**src/rtl/codec_cfg_pkg.sv**
```systemverilog
package codec_cfg_pkg;

  localparam int ENTRY_COUNT = 10;
  localparam logic [7:0] DEV_WRITE_ADDR = 8'h34;

  typedef enum logic [1:0] {
    SDA_RELEASE,
    SDA_LOW,
    SDA_BIT
  } sdaMode_t;

  typedef struct packed {
    logic     clrTimer;
    logic     loadFirst;
    logic     loadNext;
    logic     shiftBit;
    logic     sclLow;
    sdaMode_t sdaMode;
  } strobe_t;

  // register number in [15:8], value in [7:0]; order matters to the codec
  function automatic logic [15:0] cfgWord(input logic [7:0] idx);
    case (idx)
      8'd0:    cfgWord = 16'h0C02;
      8'd1:    cfgWord = 16'h0E03;
      8'd2:    cfgWord = 16'h0017;
      8'd3:    cfgWord = 16'h0217;
      8'd4:    cfgWord = 16'h0479;
      8'd5:    cfgWord = 16'h0679;
      8'd6:    cfgWord = 16'h0A00;
      8'd7:    cfgWord = 16'h0812;
      8'd8:    cfgWord = 16'h10A0;
      default: cfgWord = 16'h1201;
    endcase
  endfunction

endpackage

```
**src/rtl/cfg_datapath.sv**
```systemverilog
module cfg_datapath
  import codec_cfg_pkg::*;
#(
  parameter int PHASE_CLKS   = 32,
  parameter int RELEASE_CLKS = 128
) (
  input  logic    clk,
  input  logic    rstN,
  input  strobe_t stb,
  output logic    phaseEnd,
  output logic    relEnd,
  output logic    timerZero,
  output logic    lastBit,
  output logic    lastByte,
  output logic    lastEntry,
  output logic    sclPullLow,
  output logic    sdaPullLow
);

  localparam int LIMIT   = (PHASE_CLKS > RELEASE_CLKS) ? PHASE_CLKS : RELEASE_CLKS;
  localparam int CNT_W   = $clog2(LIMIT);
  localparam int ENTRY_W = $clog2(ENTRY_COUNT);

  logic [CNT_W-1:0]   timer;
  logic [7:0]         shiftReg;
  logic [2:0]         bitIdx;
  logic [1:0]         byteIdx;
  logic [ENTRY_W-1:0] entryIdx;
  logic [15:0]        word;

  assign word      = cfgWord(8'(entryIdx));
  assign phaseEnd  = (timer == CNT_W'(PHASE_CLKS - 1));
  assign relEnd    = (timer == CNT_W'(RELEASE_CLKS - 1));
  assign timerZero = (timer == '0);
  assign lastBit   = (bitIdx == 3'd7);
  assign lastByte  = (byteIdx == 2'd2);
  assign lastEntry = (entryIdx == ENTRY_W'(ENTRY_COUNT - 1));

  always_ff @(posedge clk) begin
    if (!rstN) timer <= '0;
    else if (stb.clrTimer) timer <= '0;
    else timer <= timer + 1'b1;
  end

  always_ff @(posedge clk) begin
    if (!rstN) begin
      shiftReg <= '0;
      bitIdx   <= '0;
      byteIdx  <= '0;
      entryIdx <= '0;
    end else if (stb.loadFirst) begin
      shiftReg <= DEV_WRITE_ADDR;
      bitIdx   <= '0;
      byteIdx  <= '0;
      entryIdx <= '0;
    end else if (stb.loadNext) begin
      bitIdx <= '0;
      if (lastByte) begin
        byteIdx  <= '0;
        entryIdx <= entryIdx + 1'b1;
        shiftReg <= DEV_WRITE_ADDR;
      end else begin
        byteIdx  <= byteIdx + 1'b1;
        shiftReg <= (byteIdx == 2'd0) ? word[15:8] : word[7:0];
      end
    end else if (stb.shiftBit) begin
      shiftReg <= {shiftReg[6:0], 1'b0};
      bitIdx   <= bitIdx + 1'b1;
    end
  end

  // registered line drivers: no combinational glitch reaches the bus
  always_ff @(posedge clk) begin
    if (!rstN) begin
      sclPullLow <= 1'b0;
      sdaPullLow <= 1'b0;
    end else begin
      sclPullLow <= stb.sclLow;
      sdaPullLow <= (stb.sdaMode == SDA_LOW) ||
                    ((stb.sdaMode == SDA_BIT) && !shiftReg[7]);
    end
  end

  // SDA is never released while SCL stays high
  a_r7_no_stop: assert property (@(posedge clk) disable iff (!rstN)
    (!sclPullLow && !$past(sclPullLow)) |-> !$fell(sdaPullLow));

endmodule

```
**src/rtl/cfg_ctrl.sv**
```systemverilog
module cfg_ctrl
  import codec_cfg_pkg::*;
(
  input  logic    clk,
  input  logic    rstN,
  input  logic    startReq,
  input  logic    sdaIn,
  input  logic    phaseEnd,
  input  logic    relEnd,
  input  logic    timerZero,
  input  logic    lastBit,
  input  logic    lastByte,
  input  logic    lastEntry,
  output strobe_t stb,
  output logic    cfgDone,
  output logic    cfgError
);

  typedef enum logic [3:0] {
    IDLE, ST_REL, ST_SDA, ST_SCL,
    BIT_SET, BIT_HIGH, BIT_LOW,
    ACK_WAIT, ACK_HIGH, ACK_LOW, ACK_IDLE, ACK_REL
  } state_t;

  state_t state, nextState;
  logic   ackSeen, goDone, goErr, clrErr;

  always_comb begin
    nextState   = state;
    stb         = '0;
    stb.sdaMode = SDA_RELEASE;
    goDone      = 1'b0;
    goErr       = 1'b0;
    clrErr      = 1'b0;
    case (state)
      IDLE: begin
        stb.clrTimer = 1'b1;
        if (startReq) begin
          nextState     = ST_REL;
          stb.loadFirst = 1'b1;
          clrErr        = 1'b1;
        end
      end
      ST_REL: if (phaseEnd) nextState = ST_SDA;
      ST_SDA: begin
        stb.sdaMode = SDA_LOW;
        if (phaseEnd) nextState = ST_SCL;
      end
      ST_SCL: begin
        stb.sdaMode = SDA_LOW;
        stb.sclLow  = 1'b1;
        if (phaseEnd) nextState = BIT_SET;
      end
      BIT_SET: begin
        stb.sdaMode = SDA_BIT;
        stb.sclLow  = 1'b1;
        if (phaseEnd) nextState = BIT_HIGH;
      end
      BIT_HIGH: begin
        stb.sdaMode = SDA_BIT;
        if (phaseEnd) nextState = BIT_LOW;
      end
      BIT_LOW: begin
        stb.sdaMode = SDA_BIT;
        stb.sclLow  = 1'b1;
        if (phaseEnd) begin
          if (lastBit) nextState = ACK_WAIT;
          else begin
            nextState    = BIT_SET;
            stb.shiftBit = 1'b1;
          end
        end
      end
      ACK_WAIT: begin
        stb.sclLow = 1'b1;
        if (phaseEnd) begin
          if (ackSeen || !sdaIn) nextState = ACK_HIGH;
          else goErr = 1'b1;
        end
      end
      ACK_HIGH: if (phaseEnd) nextState = ACK_LOW;
      ACK_LOW: begin
        stb.sclLow = 1'b1;
        if (phaseEnd) nextState = ACK_IDLE;
      end
      ACK_IDLE: begin
        stb.sclLow = 1'b1;
        if (phaseEnd) nextState = ACK_REL;
      end
      ACK_REL: begin
        stb.sclLow = 1'b1;
        if (sdaIn) begin
          if (lastByte && lastEntry) goDone = 1'b1;
          else begin
            stb.loadNext = 1'b1;
            nextState    = lastByte ? ST_REL : BIT_SET;
          end
        end else if (relEnd) goErr = 1'b1;
      end
      default: nextState = IDLE;
    endcase
    if (goErr || goDone) nextState = IDLE;
    if (nextState != state) stb.clrTimer = 1'b1;
  end

  always_ff @(posedge clk) begin
    if (!rstN) begin
      state    <= IDLE;
      ackSeen  <= 1'b0;
      cfgDone  <= 1'b0;
      cfgError <= 1'b0;
    end else begin
      state   <= nextState;
      cfgDone <= goDone;
      // first cycle of the window still shows the old registered bit
      if (state != ACK_WAIT) ackSeen <= 1'b0;
      else if (!sdaIn && !timerZero) ackSeen <= 1'b1;
      if (goErr) cfgError <= 1'b1;
      else if (clrErr) cfgError <= 1'b0;
    end
  end

  // an empty acknowledge window ends the run with the error flag
  a_r5_ack_abort: assert property (@(posedge clk) disable iff (!rstN)
    (state == ACK_WAIT && phaseEnd && !ackSeen && sdaIn) |=> (cfgError && state == IDLE));

  // SDA still held at the end of the release window ends the run
  a_r6_release_timeout: assert property (@(posedge clk) disable iff (!rstN)
    (state == ACK_REL && relEnd && !sdaIn) |=> (cfgError && state == IDLE));

  // completion is a single-cycle pulse and never coincides with an error
  a_r8_done_pulse: assert property (@(posedge clk) disable iff (!rstN)
    cfgDone |=> !cfgDone);

  a_r8_done_clean: assert property (@(posedge clk) disable iff (!rstN)
    cfgDone |-> !cfgError);

endmodule

```
**src/rtl/codec_cfg_seq.sv**
```systemverilog
module codec_cfg_seq
  import codec_cfg_pkg::*;
#(
  parameter int PHASE_CLKS   = 32,
  parameter int RELEASE_CLKS = 128
) (
  input  logic clk,
  input  logic rstN,
  input  logic startReq,
  input  logic sdaIn,
  output logic sclPullLow,
  output logic sdaPullLow,
  output logic cfgDone,
  output logic cfgError
);

  strobe_t stb;
  logic    phaseEnd, relEnd, timerZero, lastBit, lastByte, lastEntry;

  cfg_ctrl i_ctrl (
    .clk       (clk),
    .rstN      (rstN),
    .startReq  (startReq),
    .sdaIn     (sdaIn),
    .phaseEnd  (phaseEnd),
    .relEnd    (relEnd),
    .timerZero (timerZero),
    .lastBit   (lastBit),
    .lastByte  (lastByte),
    .lastEntry (lastEntry),
    .stb       (stb),
    .cfgDone   (cfgDone),
    .cfgError  (cfgError)
  );

  cfg_datapath #(
    .PHASE_CLKS   (PHASE_CLKS),
    .RELEASE_CLKS (RELEASE_CLKS)
  ) i_datapath (
    .clk        (clk),
    .rstN       (rstN),
    .stb        (stb),
    .phaseEnd   (phaseEnd),
    .relEnd     (relEnd),
    .timerZero  (timerZero),
    .lastBit    (lastBit),
    .lastByte   (lastByte),
    .lastEntry  (lastEntry),
    .sclPullLow (sclPullLow),
    .sdaPullLow (sdaPullLow)
  );

endmodule

```
**config.mk**
```make
export PLATFORM = sky130hd
export DESIGN_NAME = codec_cfg_seq
export DESIGN_NICKNAME = d
export VERILOG_FILES = /design/src/rtl/codec_cfg_pkg.sv /design/src/rtl/cfg_datapath.sv /design/src/rtl/cfg_ctrl.sv /design/src/rtl/codec_cfg_seq.sv
export SDC_FILE = /design/constraint.sdc
export NUM_CORES = 1
export LEC_CHECK = 0
export BUFFER_PORTS_ARGS = -buffer_cell sky130_fd_sc_hd__buf_2
export CELL_PAD_IN_SITES_DETAIL_PLACEMENT = 0
export CELL_PAD_IN_SITES_GLOBAL_PLACEMENT = 1
export CORE_ASPECT_RATIO = 1.25
export CORE_MARGIN = 2
export CORE_UTILIZATION = 40
export CTS_CLUSTER_DIAMETER = 120
export DETAILED_ROUTE_END_ITERATION = 12
export GPL_TIMING_DRIVEN = 0
export PLACE_DENSITY_LB_ADDON = 0.15
export SLEW_MARGIN = 40
export SYNTH_ARGS = -nofsm -noshare
export SYNTH_HDL_FRONTEND = slang
export SYNTH_SLANG_ARGS = --single-unit
```
**constraint.sdc**
```tcl
create_clock -name clk -period 6.9 [get_ports clk]
set_input_delay 1.38 -clock clk [delete_from_list [all_inputs] [get_ports clk]]
set_output_delay 1.38 -clock clk [all_outputs]
set_load 0.005 [all_outputs]
```
Yosys cells after proc, flatten, opt, wreduce, memory -nomap -nowiden
Memory sizes are Yosys's and may differ from the RTL's. A register that Yosys moved wholly into a read port is not among the register bits.
Cells that the tools add are included.
{"block": "totals", "register_bits": 33, "rom_bits": 192, "input_bits": 4, "output_inout_bits": 4, "elab_cells": 109, "mem_count": 1}
{"memory": "(no name shown)", "words": 16, "width": 12, "rd": 1, "rd_ports_with_merged_regs": 1, "wr": 0, "line": "codec_cfg_pkg.sv:23", "source": "case (idx)"}
{"block": "op_classes", "add_sub_neg": 4, "n_eq_ne": 20, "n_mux": 48, "bitwise": 1, "n_reduce_logical": 23}
{"operator": "$mux 4", "count": 17}
{"operator": "$pmux 4 s12", "count": 1}
{"operator": "$mux 8", "count": 4}
{"operator": "$eq 4x4->1 const B", "count": 5}
{"operator": "$mux 1", "count": 19}
{"operator": "$eq 4x3->1 const B", "count": 4}
{"operator": "$eq 4x2->1 const B", "count": 2}
{"operator": "$reduce_or 2->1", "count": 4}
{"operator": "$add 7x1->7 const B", "count": 1}
{"operator": "$eq 7x5->1 const B", "count": 1}
{"operator": "$eq 7x7->1 const B", "count": 1}
{"operator": "$logic_not 7->1", "count": 1}
{"operator": "$reduce_or 7->1", "count": 1}
{"operator": "$mux 2", "count": 3}
{"operator": "$mux 6", "count": 1}
{"operator": "$reduce_or 3->1", "count": 2}
{"operator": "$add 4x1->4 const B", "count": 1}
{"operator": "$eq 2x2->1 const B", "count": 2}
{"operator": "$eq 4x1->1 const B", "count": 1}
{"operator": "$logic_not 4->1", "count": 1}
{"operator": "$ne 4x3->1 const B", "count": 1}
{"operator": "$ne 4x4->1", "count": 1}
{"operator": "$pmux 2 s2", "count": 1}
{"operator": "$reduce_bool 2->1", "count": 2}
{"operator": "other kinds (13)", "count": 19}

Depth between registers and ports, before layout
{"block": "logic_depth", "word_depth": 10, "depth_mapped": 11, "mapped_depth_nobuf": 10}

Modules after synthesis
A second synthesis with hierarchy kept.
{"block": "unflattened", "cells_unflattened": 261, "hier_area_um2": 2374.8}
{"mod": "cfg_datapath", "instances": 1, "cells_per_inst": 173, "area_per_inst_um2": 1677.9}
{"mod": "cfg_ctrl", "instances": 1, "cells_per_inst": 88, "area_per_inst_um2": 696.9}

Worst setup path before layout
No wires, ideal clock.
{"block": "synth_path", "path_kind": "input -> register", "from": "input sdaIn", "to": "register i_datapath.word[5] (netlist name)", "arrival_ns": 3.126, "path_slack_ns": 3.654, "cell_stages": 9, "path_buffers": 0, "cell_sequence": "nand4_2 a211o_1 or3_1 a21oi_1 inv_1 ha_1 nor3b_1 and2_1 or2_1"}
{"block": "synth_between", "elab_chain_cells": 5}
{"item": "from (decl)", "line": "codec_cfg_seq.sv:10", "source": "input logic sdaIn,"}
{"item": "$mux 1", "line": "cfg_ctrl.sv:92", "source": "if (sdaIn) begin"}
{"item": "$mux 1", "line": "cfg_ctrl.sv:35", "source": "case (state)"}
{"item": "$reduce_and 2->1 (no line)"}
{"item": "$mux 4 (no line) (2 in series)"}
Every way passes these cells.
A chain may end at the register's enable or synchronous reset.

Worst setup path after layout
{"block": "layout_path", "from": "input sdaIn", "to": "register i_datapath.word[5] (netlist name)"}
{"block": "layout_between", "elab_chain_cells": 5}
{"item": "$mux 1", "line": "cfg_ctrl.sv:92"}
{"item": "$mux 1", "line": "cfg_ctrl.sv:35"}
{"item": "$reduce_and 2->1 (no line)"}
{"item": "$mux 4 (no line) (2 in series)"}
Every way passes these cells.

==> metrics <==
first-pass GRT wire length 9280 um; Synth Warn # 0; CTS Sinks 44; Final ANT Viol Nets 0; Synth cell types 53; sequential cell area fraction in the yosys report 39.4%; hold_ws 0.466 ns; Pwr Density roughly 200 nW/um^2; Starting DRT DRC Count 114; die width 70.9 um; part of the cycle the worst path needs roughly 50%; remaining global-route overflow 0; CTS tree yes; nets 291; fmax 291 MHz; layout cells sized above 1 10.8%; worst slew pin tran slightly above 0.7 ns; leakage 0.963 nW; IO Count 8; largest family of logic cells by synthesized area simple AND/OR/NAND/NOR gates; worst-skew pair later-pin latency between 0.3 and 0.4 ns; FF-to-FF End i_datapath.word[5]; Routed WL 5370 um; # diodes 0; CP max-delay cell a211o_1; CTS clk-pin slew, worst paths 0.09 ns; critical path class in -> reg; Hold Buf Count CTS 0; mux cell area share after synthesis around 3.1%; Die Y 87.6 um; DRC viols 0; H-tree depth 2; relative slew slack between 50% and 60%; critical path launch point type primary input; initial antenna violation count 0; Post-Synth Simple-Gate Area 27.7%; reg-to-reg slack, setup 3.97 ns; Setup TNS 0 ns; VDD IR-drop max 0.110 mV; drt pass-1 iters 4; CP Max Fanout 8; die area between 6000 and 7000 um^2; Design Power 487 uW; largest net degree at the start of global routing 16; IO Port Bufs 7; complex-gate fraction of the synthesized area between 10% and 20%; # rows 30; most frequent cells in the layout dfxtp_1, nor2_1, nand2_1, a21oi_1; Detail Placement HPWL 4030 um; ys flop type dfxtp_1; setup violators final 0; Tmin final approximately 3.4 ns; worst path arrival time approximately 3.6 ns; P&R area growth vs syn 10.5%; Post-Syn Nets 277; core area 5410 um^2; max_cap viols 0; vias in the first global route 1867; Avg Inst Size Synth 8.51 um^2; clk_skew 0.00395 ns; post-synthesis cell count ~260; status completed; Worst Path Required 7.11 ns; Final GP Congestion ~0.85; Levels on crit path 10; CP startpoint sdaIn; vias per cell approximately 5.6; gr usage total 19.1%; Post-synth EDFFs 0; final setup margin ~3.5 ns; Crit. End Element flop; CP cell instances buf_2, nand4_2, a211o_1, or3_1, a21oi_1, inv_1, ha_1, nor3b_1, and2_1, or2_1; CP top delay family simple AND/OR/NAND/NOR gates; post-cts sizing count 0; Max clock buf depth 2; max-slew violations 0; Place WS 3.12 ns; Largest stage delay, worst path about 0.4 ns; Hold Crit Class reg -> reg; CP Capture Point i_datapath.word[5]; ys async rst share 0%; Starting Density 41.4%; xor-xnor portion of the synthesized cell area 2.35%; Cell Area, Synth 2240 um^2; post-synthesis register bit count 44; DR WL/cell 15.7 um; CTS buffer count 5; via count 1915; Crit path buffers/inverters 2; Root Driver clkbuf_8; Final Hold Fails 0; R2R depth 9; Synth Area in Adders ~5.6%; Crit Reg-Reg Startpoint i_datapath.byteIdx[1]; most common cell after layout, fill and taps aside dfxtp_1; RSZ-0062 raised after global routing no; postcts setup bufs 0
cell usage after synthesis (7+ instances only):
cell | n | area, um^2
nand2_1 | 27 | 101
nor2b_1 | 10 | 62.6
clkbuf_1 | 9 | 33.8
ha_1 | 10 | 125
a21oi_1 | 19 | 95.1
nand3_1 | 9 | 45.0
dfxtp_1 | 44 | 881
o21ai_0 | 7 | 35.0
nor3_1 | 10 | 50.1
nor2_1 | 28 | 105
inv_1 | 8 | 30.0
through the flow:
| stage | instance area [um^2] | instances | util (%) |
|---|---|---|---|
| global route | 2470 | 342 | 45.7 |
| CTS | 2470 | 342 | 45.7 |
| detailed placement | 2360 | 334 | 43.6 |
| floorplan | 2240 | 263 | - |
| finish | 2470 | 342 | 45.7 |
| global placement | 2350 | 334 | 43.5 |
per-layer routing:
layer / share of wire, % / up-vias / global-route usage [%]
met5: 0 / - / 0
met4: 2.2 / 0 / 7.20
met3: 2.8 / 10 / 3.11
met2: 51 / 29 / 34.7
met1: 44 / 910 / 22.6
li1: - / 966 / -
flip-flops by register name, indices dropped and copies added, names as in the netlist:
| signal | count |
|---|---|
| i_ctrl.ackSeen | 1 |
| i_ctrl.cfgDone | 1 |
| i_ctrl.cfgError | 1 |
| i_ctrl.state | 4 |
| i_datapath.bitIdx | 3 |
| i_datapath.byteIdx | 2 |
| i_datapath.entryIdx | 4 |
| i_datapath.sclPullLow | 1 |
| i_datapath.sdaPullLow | 1 |
| i_datapath.shiftReg | 8 |
| i_datapath.timer | 7 |
| i_datapath.word | 11 |
report_power, final:
group	leakage [nW]	internal [mW]	switching, mW
registers	0.356	0.256	0.00150
clock network	0.0548	0.109	0.0969
logic	0.552	0.00864	0.0151
logic make-up after synthesis:
family / after synthesis
xor gates and xnor gates: 6
AOI/OAI and AO/OA: 59
and+or+nand+nor: 118
adders and majority gates: 10
DFF: 44
muxes: 6
buffers and inverters: 20
how the worst min path moves through the flow:
stage | to | cells past startpoint | startpoint
CTS | i_datapath.bitIdx[1] | 2 | i_datapath.bitIdx[1]
global route | i_datapath.bitIdx[2] | 2 | i_datapath.bitIdx[2]
floorplan | i_datapath.bitIdx[1] | 2 | i_datapath.bitIdx[1]
finish | i_datapath.bitIdx[2] | 2 | i_datapath.bitIdx[2]
global placement | i_datapath.bitIdx[1] | 2 | i_datapath.bitIdx[1]
detailed placement | i_datapath.bitIdx[1] | 2 | i_datapath.bitIdx[1]
tightest hold or removal path: stages (launching register included):
cell and delay, ns:
dfxtp_1 0.32, nand2_1 0.05, a21oi_1 0.05
final cells by class:
type	instances	area, um^2
timing repair buffer	7	35.0
sequential	44	881
buffer	12	48.8
clock inverter	3	46.3
inverter	8	30.0
fill	570	2930
multi-input combinational	199	1280
tap	64	80.1
clock buffer	5	68.8
Power figures use the tool's default switching activity.
